==> src/rtl/lichg_pkg.sv <==
package lichg_pkg;

    typedef enum logic [2:0] {
        ST_OFF     = 3'b000,
        ST_PREQ    = 3'b001,
        ST_CC      = 3'b010,
        ST_CV      = 3'b011,
        ST_FAULT   = 3'b100,
        ST_DONE    = 3'b101,
        ST_EXPIRED = 3'b110,
        ST_TOPOFF  = 3'b111
    } chg_state_e;

    typedef enum logic [1:0] {
        MD_IDLE = 2'b00,
        MD_PREQ = 2'b01,
        MD_CC   = 2'b10,
        MD_CV   = 2'b11
    } chg_mode_e;

    typedef enum logic [1:0] {
        CS_NONE     = 2'b00,
        CS_PREQ_PCT = 2'b01,
        CS_PREQ_USB = 2'b10,
        CS_FULL     = 2'b11
    } cur_sel_e;

    typedef struct packed {
        chg_state_e st;
        logic       src;
        logic       adp;
        logic       irq;
    } seq_regs_t;

    function automatic logic is_charging(chg_state_e s);
        return (s == ST_PREQ) || (s == ST_CC) || (s == ST_CV) || (s == ST_TOPOFF);
    endfunction

endpackage

==> src/rtl/lichg_timer.sv <==
module lichg_timer #(
    parameter int PREQ_T = 3600000,
    parameter int TOT_T  = 36000000,
    parameter int TOP_T  = 1260000
) (
    input  logic clk,
    input  logic rst_n,
    input  logic tick_i,
    input  logic run_i,
    input  logic preq_i,
    input  logic clr_i,
    input  logic top_run_i,
    output logic exp_o,
    output logic top_end_o
);
    localparam int CW = $clog2(TOT_T + 1);
    localparam int TW = $clog2(TOP_T + 1);
    localparam logic [CW-1:0] PREQ_LAST = CW'(PREQ_T - 1);
    localparam logic [CW-1:0] TOT_LAST  = CW'(TOT_T - 1);
    localparam logic [TW-1:0] TOP_LAST  = TW'(TOP_T - 1);

    typedef struct packed {
        logic [CW-1:0] cnt;
        logic [TW-1:0] top;
    } tmr_regs_t;

    tmr_regs_t r_q, r_d;

    assign exp_o     = run_i && tick_i && (r_q.cnt >= (preq_i ? PREQ_LAST : TOT_LAST));
    assign top_end_o = top_run_i && tick_i && (r_q.top >= TOP_LAST);

    always_comb begin
        r_d = r_q;
        if (clr_i) begin
            r_d.cnt = '0;
        end else if (run_i && tick_i) begin
            r_d.cnt = r_q.cnt + 1'b1;
        end
        if (!top_run_i || top_end_o) begin
            r_d.top = '0;
        end else if (tick_i) begin
            r_d.top = r_q.top + 1'b1;
        end
    end

    always_ff @(posedge clk or negedge rst_n) begin
        if (!rst_n) r_q <= '0;
        else        r_q <= r_d;
    end

    AST_CNT_CAP: assert property (@(posedge clk) disable iff (!rst_n)
        r_q.cnt <= CW'(TOT_T));
    AST_TOP_CAP: assert property (@(posedge clk) disable iff (!rst_n)
        r_q.top <= TOP_LAST);

endmodule

==> src/rtl/lichg_blink.sv <==
module lichg_blink #(
    parameter int BLINK_HALF = 500
) (
    input  logic clk,
    input  logic rst_n,
    input  logic tick_i,
    input  logic req_i,
    output logic phase_o
);
    localparam int HW = $clog2(BLINK_HALF + 1);
    localparam logic [HW-1:0] HALF_LAST = HW'(BLINK_HALF - 1);

    typedef struct packed {
        logic [HW-1:0] cnt;
        logic          ph;
    } blk_regs_t;

    blk_regs_t r_q, r_d;

    always_comb begin
        r_d = r_q;
        if (!req_i) begin
            r_d.cnt = '0;
            r_d.ph  = 1'b1;
        end else if (tick_i) begin
            if (r_q.cnt >= HALF_LAST) begin
                r_d.cnt = '0;
                r_d.ph  = ~r_q.ph;
            end else begin
                r_d.cnt = r_q.cnt + 1'b1;
            end
        end
    end

    always_ff @(posedge clk or negedge rst_n) begin
        if (!rst_n) r_q <= '{cnt: '0, ph: 1'b1};
        else        r_q <= r_d;
    end

    assign phase_o = r_q.ph;

    AST_PHASE_HOLD: assert property (@(posedge clk) disable iff (!rst_n)
        (req_i && !tick_i) |=> (r_q.ph == $past(r_q.ph)));

endmodule

==> src/rtl/lichg_seq.sv <==
module lichg_seq
    import lichg_pkg::*;
#(
    parameter int TICKS_PER_MIN = 60000,
    parameter int BLINK_HALF    = 500
) (
    input  logic       clk,
    input  logic       rst_n,
    input  logic       tick_ms_i,
    input  logic       chg_en_i,
    input  logic       adp_present_i,
    input  logic       usb_present_i,
    input  logic       bat_below_full_i,
    input  logic       bat_at_term_i,
    input  logic       cur_below_eoc_i,
    input  logic       bat_below_restart_i,
    input  logic       temp_in_window_i,
    input  logic [1:0] vterm_sel_i,
    input  logic       eoc_sel_i,
    output logic [1:0] mode_o,
    output logic [1:0] cur_sel_o,
    output logic [2:0] status_o,
    output logic [1:0] rst_lvl_o,
    output logic [1:0] eoc_ref_o,
    output logic       tmr_irq_o,
    output logic       led_red_o,
    output logic       led_green_o
);
    localparam int PREQ_T = 60 * TICKS_PER_MIN;
    localparam int TOT_T  = 600 * TICKS_PER_MIN;
    localparam int TOP_T  = 21 * TICKS_PER_MIN;

    seq_regs_t r_q, r_d;
    logic      tmr_exp, top_end, restart, blink_ph, blink_req;
    logic      any_src;

    assign any_src = adp_present_i | usb_present_i;

    always_comb begin
        r_d     = r_q;
        r_d.src = any_src;
        r_d.adp = adp_present_i;
        r_d.irq = 1'b0;
        restart = 1'b0;
        if (!any_src) begin
            r_d.st = ST_OFF;
        end else begin
            case (r_q.st)
                ST_OFF: begin
                    if (chg_en_i)
                        r_d.st = !temp_in_window_i ? ST_FAULT :
                                 (bat_below_full_i ? ST_PREQ : ST_CC);
                end
                ST_FAULT: begin
                    if (!chg_en_i)
                        r_d.st = ST_OFF;
                    else if (temp_in_window_i)
                        r_d.st = bat_below_full_i ? ST_PREQ : ST_CC;
                end
                ST_EXPIRED: begin
                    if (!chg_en_i) r_d.st = ST_OFF;
                end
                ST_DONE: begin
                    if (chg_en_i && bat_below_restart_i) begin
                        r_d.st  = ST_CC;
                        restart = 1'b1;
                    end
                end
                default: begin
                    if (!chg_en_i) begin
                        r_d.st = ST_OFF;
                    end else if (!temp_in_window_i) begin
                        r_d.st = ST_FAULT;
                    end else if (top_end) begin
                        r_d.st = ST_DONE;
                    end else if (tmr_exp) begin
                        r_d.st  = ST_EXPIRED;
                        r_d.irq = 1'b1;
                    end else begin
                        case (r_q.st)
                            ST_PREQ: if (!bat_below_full_i) r_d.st = ST_CC;
                            ST_CC:   if (bat_at_term_i)     r_d.st = ST_CV;
                            ST_CV:   if (cur_below_eoc_i)   r_d.st = ST_TOPOFF;
                            default: ;
                        endcase
                    end
                end
            endcase
        end
    end

    always_ff @(posedge clk or negedge rst_n) begin
        if (!rst_n) r_q <= '{st: ST_OFF, src: 1'b0, adp: 1'b0, irq: 1'b0};
        else        r_q <= r_d;
    end

    lichg_timer #(
        .PREQ_T (PREQ_T),
        .TOT_T  (TOT_T),
        .TOP_T  (TOP_T)
    ) u_timer (
        .clk       (clk),
        .rst_n     (rst_n),
        .tick_i    (tick_ms_i),
        .run_i     (is_charging(r_q.st)),
        .preq_i    (r_q.st == ST_PREQ),
        .clr_i     ((r_q.st == ST_OFF) || restart),
        .top_run_i (r_q.st == ST_TOPOFF),
        .exp_o     (tmr_exp),
        .top_end_o (top_end)
    );

    assign blink_req = (r_q.st == ST_CV) || (r_q.st == ST_FAULT) || (r_q.st == ST_EXPIRED);

    lichg_blink #(
        .BLINK_HALF (BLINK_HALF)
    ) u_blink (
        .clk     (clk),
        .rst_n   (rst_n),
        .tick_i  (tick_ms_i),
        .req_i   (blink_req),
        .phase_o (blink_ph)
    );

    always_comb begin
        case (r_q.st)
            ST_PREQ:             mode_o = MD_PREQ;
            ST_CC:               mode_o = MD_CC;
            ST_CV, ST_TOPOFF:    mode_o = MD_CV;
            default:             mode_o = MD_IDLE;
        endcase
        case (r_q.st)
            ST_PREQ:                cur_sel_o = r_q.adp ? CS_PREQ_PCT : CS_PREQ_USB;
            ST_CC, ST_CV, ST_TOPOFF: cur_sel_o = CS_FULL;
            default:                cur_sel_o = CS_NONE;
        endcase
        rst_lvl_o   = (vterm_sel_i == 2'b11) ? 2'b00 : vterm_sel_i;
        eoc_ref_o   = (r_q.st == ST_CV) ? (eoc_sel_i ? 2'b10 : 2'b01) : 2'b00;
        led_red_o   = r_q.src && (((r_q.st == ST_FAULT) || (r_q.st == ST_EXPIRED)) ? blink_ph : 1'b1);
        led_green_o = r_q.src && ((r_q.st == ST_CV) ? blink_ph :
                                  ((r_q.st == ST_TOPOFF) || (r_q.st == ST_DONE)));
    end

    assign status_o  = r_q.st;
    assign tmr_irq_o = r_q.irq;

    AST_IRQ_PULSE: assert property (@(posedge clk) disable iff (!rst_n)
        r_q.irq |=> !r_q.irq);
    AST_IRQ_STATUS: assert property (@(posedge clk) disable iff (!rst_n)
        r_q.irq |-> (r_q.st == ST_EXPIRED));
    AST_NOSRC_OFF: assert property (@(posedge clk) disable iff (!rst_n)
        !r_q.src |-> (r_q.st == ST_OFF));
    AST_DONE_ENTRY: assert property (@(posedge clk) disable iff (!rst_n)
        ((r_q.st == ST_DONE) && ($past(r_q.st) != ST_DONE)) |-> ($past(r_q.st) == ST_TOPOFF));

endmodule

==> config.mk <==
export PLATFORM = sky130hd
export DESIGN_NAME = lichg_seq
export DESIGN_NICKNAME = d
export VERILOG_FILES = /design/src/rtl/lichg_pkg.sv /design/src/rtl/lichg_timer.sv /design/src/rtl/lichg_blink.sv /design/src/rtl/lichg_seq.sv
export SDC_FILE = /design/constraint.sdc
export NUM_CORES = 1
export LEC_CHECK = 0
export BUFFER_PORTS_ARGS = -buffer_cell sky130_fd_sc_hd__buf_2
export CORE_MARGIN = 5
export CORE_UTILIZATION = 65
export CTS_CLUSTER_DIAMETER = 150
export DETAILED_ROUTE_END_ITERATION = 10
export PLACE_DENSITY = 0.85
export SETUP_SLACK_MARGIN = 0.15
export SYNTH_ARGS = -nofsm -noshare
export SYNTH_HDL_FRONTEND = slang
export SYNTH_SLANG_ARGS = --single-unit
==> constraint.sdc <==
create_clock -name clk -period 6.5 [get_ports clk]
set_input_delay 1.3 -clock clk [delete_from_list [all_inputs] [get_ports clk]]
set_output_delay 1.3 -clock clk [all_outputs]
set_load 0.1 [all_outputs]
Yosys cells after proc, flatten, opt, wreduce, memory -nomap -nowiden
Cells that the tools add are included.
Storage, ports and cells
  bits in registers: 63
  input port bits: 14
  output and inout port bits: 14
  logic and storage cells: 102
Operators by class
  add/subtract/negate cells: 3
  order comparisons: 3
  equal/unequal tests: 18
  multiplexer cells: 43
  bitwise gates (word level): 2
  reduce and logical (&&, ||, !) cells: 25
Operator list (number)
  26-bit 2-to-1 mux: 3
  21-bit 2-to-1 mux: 2
  3-bit 2-to-1 mux: 14
  26-bit by 1-bit adder with 26-bit output (second input constant): 1
  26-bit >= comparator: 1
  21-bit by 1-bit adder with 21-bit output (second input constant): 1
  21-bit >= comparator (second input constant): 1
  10-bit 2-to-1 mux: 2
  10-bit by 6-bit != test with 1-bit output (second input constant): 2
  3-bit == test (second input constant): 4
  1-bit 2-to-1 mux: 12
  3-bit one-hot mux with 4 select lines: 1
  11-bit by 4-bit != test with 1-bit output (second input constant): 1
  2-bit 2-to-1 mux: 5
  10-bit != test (second input constant): 1
  9-bit by 1-bit adder with 9-bit output (second input constant): 1
  9-bit >= comparator (second input constant): 1
  1-bit logical OR: 9
  9-bit 2-to-1 mux: 1
  3-bit != test (second input constant): 3
  3-bit one-hot mux with 3 select lines: 1
  8-bit AND reduction: 1
  1-bit logical AND: 7
  3-bit by 2-bit == test with 1-bit output (second input constant): 2
  other kinds (15): 17

Longest topological paths before layout
Gate-level depths: netlist (run 1).
  word-level depth: 12
  mapped depth: 12
  mapped depth without buffers: 11

Modules after synthesis
From an unflattened synthesis (run 1), not the netlist that was laid out.
Unflattened totals
  cell total of the unflattened synthesis: 442
  area, all modules: 3985.1 µm²
By module, submodules not included
  lichg_timer: instances 1, cells each 296, area an instance 2761.4 µm², seq. area each 1176.1 µm²
  lichg_seq: instances 1, cells each 91, area an instance 678.2 µm², seq. area each 150.1 µm²
  lichg_blink: instances 1, cells each 55, area an instance 545.5 µm², seq. area each 251.5 µm²

Worst setup path before layout (run 1)
OpenSTA, ideal clock, no wires.
  path type: reg2out
  from: register r_q, in the netlist status_o[2]
  to: output cur_sel_o[1]
  arrival: 3.058 ns
  data required time: 5.200 ns
  path slack: 2.142 ns
  stages on the path, launching flop included: 5
  buffers on the path: 1
  cells stage by stage: dfrtp_1 buf_6 nor3b_4 inv_4 o21ai_0
Between the ends
  longest elaborated chain between the ends: 3
  elaborated cells between the ends (all ways): 6
Ends and longest elaborated chain
  start: declaration: RTL line lichg_seq.sv:33  | seq_regs_t r_q, r_d;
  start signal: assignment: RTL line lichg_seq.sv:93  | if (!rst_n) r_q <= '{st: ST_OFF, src: 1'b0, adp: 1'b0, irq: 1'b0};
  start signal: assignment: RTL line lichg_seq.sv:94  | else r_q <= r_d;
  3-bit by 2-bit == test with 1-bit output / 3-bit == test (equally long branches): RTL line lichg_seq.sv:132  | case (r_q.st)
  3-bit OR reduction: RTL line lichg_seq.sv:132
  2-bit one-hot mux with 2 select lines *: RTL line lichg_seq.sv:132
  end: declaration: RTL line lichg_seq.sv:21  | output logic [1:0] cur_sel_o,
Every way passes the cells marked *; elsewhere a longest branch is shown, timed or not.

Final worst setup path (run 1)
  from: register r_q, in the netlist status_o[0]
  to: output cur_sel_o[1]
The elaborated chain is that of the path after synthesis.

==> flow_metrics.tcl, run 1 <==
set metrics [dict create \
    outcome "finished clean" \
    finalSetupViolations 0 \
    root_buffer "clkbuf_8" \
    p_per_area_nw_per_um2 322.5 \
    ios 28 \
    nets 475 \
    worstReg2RegEnd "status_o[1]" \
    tns_ps 0 \
    grtUsageTotal_pct 23.79 \
    hp-class "register to register" \
    crit_arrival_ps 2320 \
    hold_end "u_blink.r_q[9]" \
    area_growth_pct 10.54 \
    hold_viol_final 0 \
    crit_fanout 23 \
    drive_above_1_share_pct 12.28 \
    synth_top_area_share_pct 41.88 \
    drv_cap 0 \
    period_share_pct 55.65 \
    max-vdd-ir-drop_v 0.0002565 \
    grt_pass1_vias 3146 \
    cp_slowest_cell "dfrtp_1" \
    synth.avg_cell_area_sq_um 8.676 \
    dp_hpwl_microns 5277 \
    cts_hold_buf 0 \
    cts_made_buffers 9 \
    drtIter0Drc 151 \
    grt_first_pass_wirelength_microns 14140 \
    stdcell_count 528 \
    worstPathCellList "nor3b_4, inv_4, o21ai_0, buf_2" \
    grt_max_degree 64 \
    power_leakage_nw 1.778 \
    htree_levels 3 \
    diodes 0 \
    crit_type "register to output port" \
    first_pass_iters 4 \
    r2r-start "status_o[0]" \
    cts_tree "built" \
    drt_wl_total_microns 7892 \
    clk_path_buf_depth 2 \
    synth_area_sq_um 3705 \
    antenna_found_initial 0 \
    initial_core_util_pct 67.28 \
    via_per_inst 5.975 \
    crit_family "flip-flops" \
    synth_seq_cells 63 \
    clk_latency_ps 350 \
    post-cts-setup-buffers 0 \
    ys_warn_count 0 \
    drv_slew 0 \
    max_slew_margin_pct 48.49 \
    hold_path.startpoint "u_blink.r_q[9]" \
    via_count 3155 \
    yosys.area.top_type "dfrtp_1" \
    die-area_sq_um 7309 \
    finalCriticalPeriod_ps 3617 \
    port_buffers 27 \
    dpl.cell_count 512 \
    fmax_mhz 276.5 \
    power.total_mw 1.321 \
    ys.flop_type "dfrtp_1" \
    clkTransAtPathRegs_ps 80 \
    yosys-top-cells-area "dfrtp_1, nor2_1, xor2_1, nand2_1, o21ai_0" \
    die_w_microns 85.50 \
    synth_seq_area_share_pct 42.59 \
    globalRouteOverflowTotal 0 \
    cp.required_ps 5200 \
    drc 0 \
    utilization_pct 74.37 \
    detail-route-antenna-nets 0 \
    endpoint_kind "output port" \
    path_buf_inv 2 \
    whs_path_depth 2 \
    clock_skew_ps 7.600 \
    r2r_cells 11 \
    rows 27 \
    post_cts_resized 0 \
    cp_slowest_stage_delay_ps 740 \
    syn-num-nets 451 \
    die_h_microns 85.50 \
    synthCells 427 \
    synth_edf_count 0 \
    r2r_setup_slack_ps 3170 \
    wl_per_cell_microns 14.95 \
    start_kind "register" \
    worstMarginPinSlew_ps 772.6 \
    yosys.cell_types.count 55 \
    synthArstFlopShare_pct 100.0 \
    cts.sink_count 63 \
    core-area_sq_um 5507 \
    rsz0062_at_grt "no" \
    gp_congestion 0.9447 \
]
==> power by group <==
part           internal, mW  total [mW]  switching, mW
clock                 0.228       0.398          0.169
combinational         0.119       0.464          0.345
sequential            0.410       0.459         0.0497
total                 0.757        1.32          0.564
==> kinds of logic after synthesis <==
kind of cell	after synthesis	synth area share, %
AO/OA/AOI/OAI	70	12.13
XOR/XNOR	42	9.929
adder cells (fa/ha/maj)	12	3.918
buffers and inverters	27	3.343
flip-flops	63	42.59
multiplexers	2	0.5404
AND/OR/NAND/NOR	211	27.56
==> per-layer routing <==
| layer | wire length [microns] | vias up | share of wire (%) | global-route usage, % |
|---|---|---|---|---|
| met4 | 166 | 0 | 2.1 | 9.496 |
| met3 | 381 | 18 | 4.8 | 5.860 |
| met5 | 0 | - | 0 | 0 |
| met2 | 4071 | 88 | 52 | 40.75 |
| met1 | 3273 | 1512 | 41 | 28.73 |
| li1 | - | 1537 | - | - |
==> how the worst max path moves through the flow <==
stage,start,endpoint,slack (ps),cells past startpoint
after detailed placement,status_o[0],status_o[0],3210,11
after global placement,eoc_sel_i,eoc_ref_o[1],3260,3
after floorplan,status_o[2],cur_sel_o[1],2140,4
after global routing,status_o[0],cur_sel_o[1],2710,4
final,status_o[0],cur_sel_o[1],2880,4
after CTS,status_o[0],cur_sel_o[1],2880,4
==> final cells by class <==
| type | count | area, sq um |
|---|---|---|
| inverter | 11 | 43.79 |
| multi-input combinational | 337 | 2003 |
| fill | 382 | 1411 |
| timing repair buffer | 29 | 150.1 |
| tap | 72 | 90.09 |
| clock buffer | 10 | 137.6 |
| clock inverter | 6 | 92.59 |
| sequential | 63 | 1578 |
==> cell usage after synthesis (10+ instances only) <==
cell / count
nand2_1: 40
xor2_1: 29
and3_1: 14
dfrtp_1: 62
nand3_1: 26
clkbuf_1: 11
nor2_1: 75
ha_1: 10
o21ai_0: 27
inv_1: 10
nor3_1: 11
xnor2_1: 13
a21oi_1: 17
==> cells in the final DEF (no fill, tap or decap), types with 11 or more instances in the layout <==
cell type  instances
buf_2             27
nor3_1            11
o21ai_0           27
and3_1            14
nor2_1            75
a21oi_1           17
xnor2_1           13
nand3_1           26
nand2_1           40
xor2_1            29
dfrtp_1           62
==> sequential cells by signal (all words and copies together), names as in the netlist <==
signal / flops
tmr_irq_o: 1
u_timer.r_q: 47
u_blink.r_q: 9
status_o: 3
r_q: 2
u_blink.phase_o: 1
==> tightest hold or removal path: cells and delay by family (launching register included) <==
family / cells / cell delay, ps
DFF: 1 / 360
and+or+nand+nor: 1 / 80
AOI/OAI and AO/OA: 1 / 50
==> metrics by stage <==
step                      setup slack, ps  cell area, sq um  hold WS, ps
after floorplan                      2142              3705        462.3
after global placement               3262              3865        484.8
after detailed placement             3213              3865        508.6
after CTS                            2878              4095        524.2
after global routing                 2706              4095        560.6
final                                2883              4095        519.9
Power figures use the tool's default switching activity.
==> run 2: changes to the inputs <==
--- a/config.mk
+++ b/config.mk
@@ -5,12 +5,13 @@
 export SDC_FILE = /design/constraint.sdc
 export NUM_CORES = 1
 export LEC_CHECK = 0
+export ABC_AREA = 1
 export BUFFER_PORTS_ARGS = -buffer_cell sky130_fd_sc_hd__buf_2
 export CORE_MARGIN = 5
-export CORE_UTILIZATION = 65
+export CORE_UTILIZATION = 55
 export CTS_CLUSTER_DIAMETER = 150
 export DETAILED_ROUTE_END_ITERATION = 10
-export PLACE_DENSITY = 0.85
+export PLACE_DENSITY = 0.76
 export SETUP_SLACK_MARGIN = 0.15
 export SYNTH_ARGS = -nofsm -noshare
 export SYNTH_HDL_FRONTEND = slang
==> constraint.sdc (replaced) <==
create_clock -name clk -period 2.95 [get_ports clk]
set_input_delay 0.59 -clock clk [delete_from_list [all_inputs] [get_ports clk]]
set_output_delay 0.59 -clock clk [all_outputs]
set_load 0.1 [all_outputs]
==> flow_metrics.tcl, run 2 <==
set metrics [dict create \
    finalSetupViolations 0 \
    drive_above_1_share_pct 13.26 \
    synth_edf_count 0 \
    port_buffers 27 \
    yosys-top-cells-area "dfrtp_1, nand2_1, inv_1, nor2_1, nor3_1" \
    worstMarginPinSlew_ps 655.8 \
    via_count 3970 \
    clock_skew_ps 11.69 \
    synth_compound_area_share_pct 11.89 \
    crit_fanout 10 \
    synth_area_sq_um 4189 \
    synth.avg_cell_area_sq_um 7.088 \
    synthAdderAreaFrac_pct 2.987 \
    clk_path_buf_depth 2 \
    power_leakage_nw 2.185 \
    dp_slack_ps 394.2 \
    synthCells 591 \
    synth_mux_area_share_pct 0 \
    ios 28 \
    regMostFlops "u_timer.r_q" \
    ys.flop_type "dfrtp_1" \
    fin_area_sq_um 4676 \
    fmax_mhz 368.1 \
    p_per_area_nw_per_um2 680.8 \
    detail-route-antenna-nets 0 \
    yosys.cell_types.count 47 \
    yosys.area.top_type "dfrtp_1" \
    cts_tree "built" \
    htree_levels 3 \
    drc 0 \
    nets 645 \
    largest_reg_flops 47 \
    tns_ps 0 \
    synth_top_area_share_pct 37.04 \
    max_slew_margin_pct 55.99 \
    grt_max_degree 37 \
    synth_top_family_by_area "simple AND/OR/NAND/NOR gates" \
    finalCriticalPeriod_ps 2717 \
    synth_commonest_cells "nand2_1, inv_1, nor2_1" \
    drtIter0Drc 243 \
    first_pass_iters 5 \
    area_growth_pct 11.62 \
    rsz0062_at_grt "yes" \
    via_per_inst 5.476 \
    wl_per_cell_microns 13.39 \
    grt_first_pass_wirelength_microns 16990 \
    clkTransAtPathRegs_ps 80 \
    syn-num-nets 615 \
    grt_pass1_vias 3926 \
    synth_xor_area_share_pct 2.718 \
    globalRouteOverflowTotal 0 \
    die_h_microns 97.27 \
    ys_warn_count 0 \
    outcome "finished clean" \
    cts_made_buffers 9 \
    rows 31 \
    fin_ws_ps 233.1 \
    period_share_pct 92.10 \
    antenna_found_initial 0 \
    initial_core_util_pct 57.14 \
    clk_latency_ps 350 \
    crit_type "register to output port" \
    synthArstFlopShare_pct 100.0 \
    cts.sink_count 63 \
    power.total_mw 3.183 \
    diodes 0 \
    yosysMostFrequentCell "nand2_1" \
    start_kind "register" \
    die-area_sq_um 9461 \
    max-vdd-ir-drop_v 0.0008943 \
    drv_cap 0 \
    gp_congestion 0.9523 \
    holdWs_ps 268.6 \
    layout_commonest_cell "nand2_1" \
    endpoint_kind "output port" \
    synth-simple-area-share_pct 34.44 \
    synth_seq_area_share_pct 37.66 \
    synth_seq_cells 63 \
    grtUsageTotal_pct 21.11 \
    root_buffer "clkbuf_8" \
    crit_arrival_ps 2130 \
    hp-class "input port to asynchronous set/reset pin" \
    drv_slew 0 \
    die_w_microns 97.27 \
    dp_hpwl_microns 7299 \
    layout_common_cells "nand2_1, inv_1, nor2_1" \
    cp.required_ps 2360 \
    placed_area_sq_um 4424 \
    drt_wl_total_microns 9709 \
    core-area_sq_um 7331 \
    hold_viol_final 0 \
]
[run 2: changes by cell type after synthesis, moves of 12 or more]
| cell | previous run | this run |
|---|---|---|
| nor3_1 | 11 | 35 |
| a21oi_1 | 17 | 32 |
| xor2_1 | 29 | 8 |
| and3_1 | 14 | 2 |
| nand2_1 | 40 | 133 |
| inv_1 | 10 | 86 |
[run 2: kinds of logic (layout without fill, tap and decap cells)]
kind of cell / after synthesis / in the layout
compound gates: 84 / 84
xor+xnor: 13 / 13
fa+ha+maj: 10 / 10
buf+inv: 107 / 142
flops: 63 / 63
simple gates: 314 / 314
[run 2: final cells by class]
cell class | instances | area, sq um
clock buffers | 9 | 123.9
clock inverters | 7 | 120.1
fillers | 637 | 2655
inverters | 96 | 362.8
multi-input cells | 421 | 2197
flip-flops and latches | 63 | 1578
well taps | 99 | 123.9
repair buffers | 30 | 170.2
[run 2: timing repair]
action,4_1_cts,5_1_grt
endpoints found under the setup margin,0,2
hold buffers,0,0
setup buffers,0,0
resized for setup,0,1
[run 2: worst paths after layout]
kind	start	to	depth (start not counted)	slack [ps]
min	rst_n	u_timer.r_q[10]	1	270
max	status_o[0]	led_green_o	5	230
min in group clk	adp_present_i	r_q[1]	1	360
max in group asynchronous	rst_n	u_timer.r_q[0]	2	2060
min reg2reg	u_blink.r_q[2]	u_blink.r_q[2]	2	520
max reg2reg	status_o[1]	status_o[0]	17	530
[run 2: through the flow]
| stage | instances | utilization (%) |
|---|---|---|
| final | 725 | 63.78 |
| after global routing | 725 | 63.78 |
| after CTS | 725 | 63.68 |
| after detailed placement | 709 | 60.35 |
| after global placement | 709 | 60.35 |
| after floorplan | 591 | - |
[run 2: layer usage]
metal	global-route usage (%)	vias up	part of all wire, %
li1	-	1982	-
met1	25.82	1827	43
met2	36.68	140	49
met3	5.456	21	5.6
met4	6.177	0	1.8
met5	0	-	0
[run 2: worst max-delay path, cell delays in order, from the launching register on]
cell	delay, ps
dfrtp_1	570
inv_1	190
nor3_4	300
inv_1	130
a31oi_2	140
buf_2	440
[run 2: power breakdown]
part	total [mW]	internal, mW	switching (mW)
combinational	1.28	0.259	1.02
clock	0.929	0.564	0.365
sequential	0.976	0.911	0.0648
